--- src/rtl/pw_pkg.sv ---
package pw_pkg;
    // Entry flag positions
    localparam int BIT_P   = 0;
    localparam int BIT_RW  = 1;
    localparam int BIT_US  = 2;
    localparam int BIT_PWT = 3;
    localparam int BIT_PCD = 4;
    localparam int BIT_A   = 5;
    localparam int BIT_D   = 6;

    // Fault cause positions
    localparam int FC_PROT  = 0;
    localparam int FC_WRITE = 1;
    localparam int FC_USER  = 2;
    localparam int FC_W     = 3;

    typedef enum logic [2:0] {
        ST_IDLE,
        ST_RD_DIR,
        ST_WB_DIR,
        ST_RD_TBL,
        ST_WB_TBL
    } walk_st_e;
endpackage

--- src/rtl/pw_addr_gen.sv ---
module pw_addr_gen #(
    parameter int FRAME_W = 20,
    parameter int IDX_W   = 10,
    localparam int ADDR_W = FRAME_W + IDX_W + 2
) (
    input  logic [FRAME_W-1:0] frame,
    input  logic [IDX_W-1:0]   index,
    output logic [ADDR_W-1:0]  addr
);
    // Word-aligned entry address inside a frame
    assign addr = {frame, index, 2'b00};
endmodule

--- src/rtl/pw_entry_eval.sv ---
module pw_entry_eval
    import pw_pkg::*;
#(
    parameter int ENT_W = 32
) (
    input  logic [ENT_W-1:0] entry,
    input  logic             last_level,
    input  logic             is_write,
    input  logic             is_user,
    output logic             not_present,
    output logic             prot_viol,
    output logic [ENT_W-1:0] updated,
    output logic             changed
);
    logic [ENT_W-1:0] set_mask;

    always_comb begin
        not_present = ~entry[BIT_P];
        prot_viol   = entry[BIT_P] &
                      ((is_user & ~entry[BIT_US]) | (is_write & ~entry[BIT_RW]));
        set_mask         = '0;
        set_mask[BIT_A]  = 1'b1;
        set_mask[BIT_D]  = last_level & is_write;
        updated          = entry | set_mask;
        changed          = (updated != entry);
    end
endmodule

--- src/rtl/pt_walker.sv ---
module pt_walker
    import pw_pkg::*;
#(
    parameter int ADDR_W = 32,
    parameter int OFF_W  = 12,
    parameter int IDX_W  = 10,
    localparam int FRAME_W = ADDR_W - OFF_W,
    localparam int DIR_W   = ADDR_W - OFF_W - IDX_W
) (
    input  logic               clk,
    input  logic               rst_n,
    input  logic               xlat_en,
    input  logic [FRAME_W-1:0] dir_base,
    input  logic               req_valid,
    output logic               req_ready,
    input  logic [ADDR_W-1:0]  req_vaddr,
    input  logic               req_write,
    input  logic               req_user,
    output logic               mem_req,
    output logic               mem_we,
    output logic [ADDR_W-1:0]  mem_addr,
    output logic [ADDR_W-1:0]  mem_wdata,
    input  logic               mem_ack,
    input  logic [ADDR_W-1:0]  mem_rdata,
    output logic               done,
    output logic               fault,
    output logic [ADDR_W-1:0]  paddr,
    output logic               pwt,
    output logic               pcd,
    output logic [FC_W-1:0]    fault_code,
    output logic [ADDR_W-1:0]  fault_addr
);
    typedef struct packed {
        walk_st_e           st;
        logic [ADDR_W-1:0]  vaddr;
        logic               write;
        logic               user;
        logic [FRAME_W-1:0] tbl_base;
        logic [ADDR_W-1:0]  wb_data;
        logic               done;
        logic               fault;
        logic [FC_W-1:0]    code;
        logic [ADDR_W-1:0]  fault_addr;
        logic [ADDR_W-1:0]  paddr;
        logic               pwt;
        logic               pcd;
    } walk_s;

    walk_s q, d;

    logic [ADDR_W-1:0] dir_addr, tbl_addr, ev_upd;
    logic              ev_np, ev_prot, ev_chg;

    pw_addr_gen #(.FRAME_W(FRAME_W), .IDX_W(DIR_W)) u_dir_addr (
        .frame (dir_base),
        .index (q.vaddr[ADDR_W-1 -: DIR_W]),
        .addr  (dir_addr)
    );

    pw_addr_gen #(.FRAME_W(FRAME_W), .IDX_W(IDX_W)) u_tbl_addr (
        .frame (q.tbl_base),
        .index (q.vaddr[OFF_W +: IDX_W]),
        .addr  (tbl_addr)
    );

    pw_entry_eval #(.ENT_W(ADDR_W)) u_eval (
        .entry       (mem_rdata),
        .last_level  (q.st == ST_RD_TBL),
        .is_write    (q.write),
        .is_user     (q.user),
        .not_present (ev_np),
        .prot_viol   (ev_prot),
        .updated     (ev_upd),
        .changed     (ev_chg)
    );

    always_comb begin
        d         = q;
        mem_req   = 1'b0;
        mem_we    = 1'b0;
        mem_addr  = dir_addr;
        mem_wdata = q.wb_data;
        req_ready = (q.st == ST_IDLE);

        unique case (q.st)
            ST_IDLE: begin
                if (req_valid) begin
                    d.done  = 1'b0;
                    d.fault = 1'b0;
                    if (!xlat_en) begin
                        d.done  = 1'b1;
                        d.paddr = req_vaddr;
                        d.pwt   = 1'b0;
                        d.pcd   = 1'b0;
                    end else begin
                        d.st    = ST_RD_DIR;
                        d.vaddr = req_vaddr;
                        d.write = req_write;
                        d.user  = req_user;
                    end
                end
            end
            ST_RD_DIR: begin
                mem_req  = 1'b1;
                mem_addr = dir_addr;
                if (mem_ack) begin
                    if (ev_np || ev_prot) begin
                        d.fault      = 1'b1;
                        d.code       = {q.user, q.write, ev_prot};
                        d.fault_addr = q.vaddr;
                        d.st         = ST_IDLE;
                    end else begin
                        d.tbl_base = mem_rdata[ADDR_W-1:OFF_W];
                        d.wb_data  = ev_upd;
                        d.st       = ev_chg ? ST_WB_DIR : ST_RD_TBL;
                    end
                end
            end
            ST_WB_DIR: begin
                mem_req  = 1'b1;
                mem_we   = 1'b1;
                mem_addr = dir_addr;
                if (mem_ack) d.st = ST_RD_TBL;
            end
            ST_RD_TBL: begin
                mem_req  = 1'b1;
                mem_addr = tbl_addr;
                if (mem_ack) begin
                    if (ev_np || ev_prot) begin
                        d.fault      = 1'b1;
                        d.code       = {q.user, q.write, ev_prot};
                        d.fault_addr = q.vaddr;
                        d.st         = ST_IDLE;
                    end else begin
                        d.paddr   = {mem_rdata[ADDR_W-1:OFF_W], q.vaddr[OFF_W-1:0]};
                        d.pwt     = mem_rdata[BIT_PWT];
                        d.pcd     = mem_rdata[BIT_PCD];
                        d.wb_data = ev_upd;
                        if (ev_chg) begin
                            d.st = ST_WB_TBL;
                        end else begin
                            d.done = 1'b1;
                            d.st   = ST_IDLE;
                        end
                    end
                end
            end
            ST_WB_TBL: begin
                mem_req  = 1'b1;
                mem_we   = 1'b1;
                mem_addr = tbl_addr;
                if (mem_ack) begin
                    d.done = 1'b1;
                    d.st   = ST_IDLE;
                end
            end
            default: d.st = ST_IDLE;
        endcase
    end

    always_ff @(posedge clk) begin
        if (!rst_n) begin
            q <= '{st: ST_IDLE, default: '0};
        end else begin
            q <= d;
        end
    end

    assign done       = q.done;
    assign fault      = q.fault;
    assign paddr      = q.paddr;
    assign pwt        = q.pwt;
    assign pcd        = q.pcd;
    assign fault_code = q.code;
    assign fault_addr = q.fault_addr;


    mem_hold_chk: assert property (@(posedge clk) disable iff (!rst_n)
        (mem_req && !mem_ack) |=> (mem_req && $stable(mem_addr) &&
                                   $stable(mem_we) && $stable(mem_wdata)));


    idle_quiet_chk: assert property (@(posedge clk) disable iff (!rst_n)
        req_ready |-> !mem_req);


    result_hold_chk: assert property (@(posedge clk) disable iff (!rst_n)
        ((done || fault) && !(req_valid && req_ready)) |=>
            ($stable(done) && $stable(fault) && $stable(paddr) && $stable(fault_code)));


    bypass_chk: assert property (@(posedge clk) disable iff (!rst_n)
        (req_valid && req_ready && !xlat_en) |=>
            (done && !fault && !mem_req && paddr == $past(req_vaddr)));


    wb_flags_chk: assert property (@(posedge clk) disable iff (!rst_n)
        (mem_req && mem_we) |-> (mem_wdata[BIT_P] && mem_wdata[BIT_A]));


    excl_result_chk: assert property (@(posedge clk) disable iff (!rst_n)
        fault |-> !done);
endmodule

--- config.mk ---
export PLATFORM = sky130hd
export DESIGN_NAME = pt_walker
export DESIGN_NICKNAME = d
export VERILOG_FILES = /design/src/rtl/pw_pkg.sv /design/src/rtl/pw_addr_gen.sv /design/src/rtl/pw_entry_eval.sv /design/src/rtl/pt_walker.sv
export SDC_FILE = /design/constraint.sdc
export NUM_CORES = 1
export LEC_CHECK = 0
export BUFFER_PORTS_ARGS = -buffer_cell sky130_fd_sc_hd__buf_2
export CORE_ASPECT_RATIO = 1.5
export CORE_UTILIZATION = 30
export DETAILED_ROUTE_END_ITERATION = 8
export PLACE_DENSITY_LB_ADDON = 0.2
export SLEW_MARGIN = 20
export SYNTH_ARGS = -nofsm -noshare
export SYNTH_HDL_FRONTEND = slang
export SYNTH_SLANG_ARGS = --single-unit
--- constraint.sdc ---
create_clock -name clk -period 2 [get_ports clk]
set_input_delay 0.4 -clock clk [delete_from_list [all_inputs] [get_ports clk]]
set_output_delay 0.4 -clock clk [all_outputs]
set_load 0.03 [all_outputs]
=== Word-level counts from Yosys, hierarchy flattened ===
Index checks and enable logic that the tools add are counted.
Widths: inputs -> output; s select.

* Equality and inequality tests: 15
* Muxes and demuxes: 32
* Bitwise logic cells: 10
* Reductions and logical operators: 17

{| class="wikitable"
|+ Operators by type and width
! cell !! count
|-
| $mux 103 || 1
|-
| $mux 34 || 3
|-
| $mux 32 || 3
|-
| $mux 37 || 2
|-
| $mux 36 || 2
|-
| $pmux 35 s2 || 1
|-
| $pmux 34 s2 || 1
|-
| $pmux 32 s2 || 1
|-
| $mux 33 || 1
|-
| $ne 32x32->1 || 1
|-
| $or 32x7->32 || 1
|-
| $ne 2x2->1 const B || 10
|-
| $mux 3 || 6
|-
| $pmux 3 s5 || 1
|-
| $reduce_and 6->1 || 2
|-
| $reduce_and 5->1 || 2
|-
| $reduce_and 3->1 || 3
|-
| $eq 3x2->1 const B || 2
|-
| $mux 1 || 6
|-
| $pmux 1 s3 || 2
|-
| $reduce_bool 3->1 || 2
|-
| $and 1x1->1 || 4
|-
| $mux 2 || 2
|-
| $not 1->1 || 4
|-
| 9 further kinds || 11
|}

* Flip-flop bits (word level): 160
* Output and inout bits: 138

=== Logic depth before layout (Yosys ltp) ===
* Depth in word-level cells: 8
* Depth in mapped cells: 7
* Mapped depth without buffers: 4

=== Cells and area by module ===
Synthesis repeated with hierarchy kept, for this count alone.

* Cells, all modules: 972
* Area total of the unflattened synthesis: 8368.0 um^2

{| class="wikitable"
|+ Modules (own cells, without submodules)
! module !! instances !! cells an instance !! area an instance (um^2) !! sequential area each (um^2)
|-
| pt_walker || 1 || 867 || 7603.5 || 3203.1
|-
| pw_addr_gen || 2 || 33 || 244.0 || 0.0
|-
| pw_entry_eval || 1 || 39 || 276.5 || 0.0
|}

=== Worst setup path after synthesis ===
No wires, ideal clock.

* Path type: flip-flop to output port
* Start point: reg q[159] (netlist bit)
* End point: out mem_addr[10]
* Arrival: 1.567 ns
* Path slack: 0.033 ns
* Stages on the path, launching flop included: 7
* Cells stage by stage: dfxtp_1 buf_2 inv_1 and3_1 a21oi_1 buf_2 mux2_2

* Cells in the longest elaborated chain, start to end: 3

{| class="wikitable"
|+ Ends and longest elaborated chain
! what !! line !! source
|-
| start, declared || pt_walker.sv:49 || <nowiki>walk_s q, d;</nowiki>
|-
| start signal, assigned || pt_walker.sv:163 || <nowiki>q <= '{st: ST_IDLE, default: '0};</nowiki>
|-
| start signal, assigned || pt_walker.sv:165 || <nowiki>q <= d;</nowiki>
|-
| $eq 3x3->1 / $eq 3x2->1 (equally long branches) || pt_walker.sv:85 || <nowiki>unique case (q.st)</nowiki>
|-
| $reduce_or 2->1 (no source line) (*) || n/a ||
|-
| $mux 32 (*) || pt_walker.sv:85 ||
|-
| end, declared || pt_walker.sv:21 || <nowiki>output logic [ADDR_W-1:0] mem_addr,</nowiki>
|}

Mark *: on every way between the ends. The rest lies on a longest branch, timed or not.

=== Worst setup path in the final report ===
* Start point: reg q[157] (netlist bit)
* End point: out mem_addr[21]

Same word-level chain as after synthesis.

==> flow_summary.ini <==
[setup_path]
crit_required_ns = 1.60
critPathKind = reg2out
crit_path_end_kind = output port
path_max_fanout = 10
crit_path_start_kind = flip-flop
critPathArrivalTime_ns = 1.88

[clock_tree]
clock_path_buffers = 2
cts_sinks = 160
cts_root_buf = clkbuf_16
cts_tree = done
htreeDepth = 4
ctsHoldBuffers = 0
clk_latency_ns = 0.43
numCtsBuffers = 17
clk_pin_slew_worst_paths_ns = 0.06

[run_status]
violations = setup timing
status = complete, but fails checks

[synth]
synth_cell_types = 50
seq_area_frac_synth = 0.413
syn-instance-count = 847
ys.warnings.count = 0
synth_area_per_cell_sq_um = 9.15
yosysMostFrequentCell = nand2_1
synth.largest_area_cell = dfxtp_1
synthesis.area_sq_um = 7750
synth_common_cells = nand2_1 (201), dfxtp_1 (160), buf_4 (104), a21boi_0 (71), mux2i_1 (54)
synth-seq-cells = 160
yosys.area.top_type_share = 0.413
synth-edff-count = 0
ys.flop_type = dfxtp_1
async_reset_ff_frac = 0
synthTopCellsByArea = dfxtp_1 (41%), buf_4 (10%), nand2_1 (9.7%)

[layout]
final_cell_count_no_fill = 1303
fin_nets = 1054
drive_gt1_frac = 0.376
nFillCells = 2646
area_growth_pct = 22.0

[global_route]
grt_pass1_vias = 5892
gr-usage-all-layers = 0.173
grt_max_degree = 58
grt_pass1_wl_um = 34500
antenna_found_initial = 6
grt_overflow = 0

[power_and_ir_drop]
pwr-share-clk = 0.423
power.total_uw = 7410
switchingPower_uw = 1900
seqPwrFrac = 0.453
combPwrFrac = 0.125
p_int_uw = 5510
ir_worst_vdd_uv = 583
p_leak_uw = 0.00414
switching_share = 0.256
pwr_density_cell_nw_per_um2 = 784

[route]
wl_per_cell_um = 17.4
wirelength_um = 22700
vias_per_cell = 4.54
firstDrtPassIters = 4
drt_iter0_markers = 210
ant_nets = 0
drt_drc_violations_left = 0
vias = 5917

[timing]
finalCriticalPeriod_ns = 2.28
fin_tns_setup_ns = -7.31
slew_headroom = 0.487
layout_worst_path_cycle_share = 1.14
setup_viol = 30
slew_viol_final = 0
timing.final.ws_setup_ns = -0.279
max_clock_freq_mhz = 439
hold_violations = 0
rsz0062_at_grt = yes
worst_pin_slew_ns = 0.770
finalClockSkew_ns = 0.00881

[placement]
dp_hpwl_um = 16600
dp_slack_ns = 0.114
routabilityCongestion = 0.774
dpl.cell_count = 1268
portBuffers = 226

[job]
cap_viol_max_count = 0

[die]
die_w_um = 133
placementRows = 71
dieArea_sq_um = 26500
die_height_um = 199
coreArea_sq_um = 25200
start_util = 0.307
io_pins = 229

[min_path]
hp-class = in2reg
-- power groups by stage --
stage          sequential (uW)  combinational (uW)  clock [uW]
6_report                  3350                 925        3130
5_1_grt                   3360                 994        3360
4_1_cts                   3360                 924        3260
3_5_place_dp              3420                 872           0
3_3_place_gp              3420                 870           0
2_1_floorplan             3400                 623           0
-- placed cells by master, fill, tap and decap left out, types with 2 or more instances in the layout --
cell type,count
clkbuf_16,18
nand2_1,201
buf_2,195
clkbuf_8,2
xnor2_1,2
nand2b_1,5
mux2i_1,54
dfxtp_2,3
o21ai_0,3
mux2_4,11
o211a_1,2
buf_12,10
clkinvlp_4,2
and3_1,2
a21boi_1,26
mux2_2,20
dfxtp_1,157
a21oi_2,30
nand3_1,3
buf_4,18
diode_2,4
nor2b_1,21
bufinv_16,2
a21oi_1,4
buf_6,33
nor3_1,5
conb_1,2
o21a_1,2
o31ai_1,32
inv_2,2
clkinv_2,3
a21boi_0,71
nor4_4,3
-- routing by layer --
metal	track usage	vias to the layer above	share of wire	routed length (um)
li1	-	2986	-	-
met1	0.208	2750	0.43	9830
met2	0.293	150	0.50	11400
met3	0.0405	27	0.040	917
met4	0.0728	4	0.022	505
met5	0	-	0.0012	27
-- registers in the layout (all words and copies together) (netlist names) --
signal / cells
done: 1
fault: 1
fault_addr: 32
fault_code: 3
mem_wdata: 32
paddr: 32
pcd: 1
pwt: 1
q: 57
-- worst max-delay path, cell delays in order, from the launching register on --
cell	delay [ns]
dfxtp_2	0.34
and3_4	0.18
a21oi_4	0.16
buf_12	0.14
buf_12	0.13
mux2_2	0.35
buf_6	0.14
-- cell type report --
class                           count  area (sq um)  area share
Clock inverter                      7          90.1     0.00953
Timing Repair Buffer              258          1740       0.184
Tap cell                          328           410      0.0434
Antenna cell                        4          10.0     0.00106
Clock buffer                       20           457      0.0483
Multi-Input combinational cell    524          3530       0.374
Inverter                            2          7.51    0.000794
Sequential cell                   160          3210       0.339
-- through the flow --
step	util	hold WS (ns)	cell area, sq um
4_1_cts	0.373	0.182	9410
6_report	0.375	0.210	9450
3_3_place_gp	0.340	0.439	8570
3_5_place_dp	0.340	0.443	8570
5_1_grt	0.375	0.208	9450
2_1_floorplan	-	0.435	7750
-- path summary, 6_finish.rpt --
check / from / end / slack [ns] / depth (start not counted)
worst max-delay path: q[157]$_SDFFE_PN0P_ / mem_addr[21] / -0.28 / 6
worst min-delay path: mem_rdata[3] / pwt$_SDFFE_PN0P_ / 0.21 / 3
worst max register to register: q[158]$_SDFFE_PN0P_ / paddr[22]$_SDFFE_PN0P_ / 0.07 / 7
worst min register to register: mem_wdata[30]$_SDFFE_PN0P_ / mem_wdata[30]$_SDFFE_PN0P_ / 0.45 / 2
-- timing repair --
item                                    4_1_cts  5_1_grt
resized for setup                            73        8
cloned                                        1        1
endpoints found under the setup margin       30       31
pin swaps                                     1        0
setup buffers                                 3        0
-- cells by family (layout without fill, tap and decap cells) --
kind of cell    Yosys count  count (layout)  share of synthesized area
compound gates          180             180                      0.179
xor+xnor                  2               2                    0.00226
buf+inv                 164             287                      0.141
flops                   160             160                      0.413
mux                      85              85                      0.115
other cells               1               6                   0.000484
simple gates            255             255                      0.149
Power figures use the tool's default switching activity.
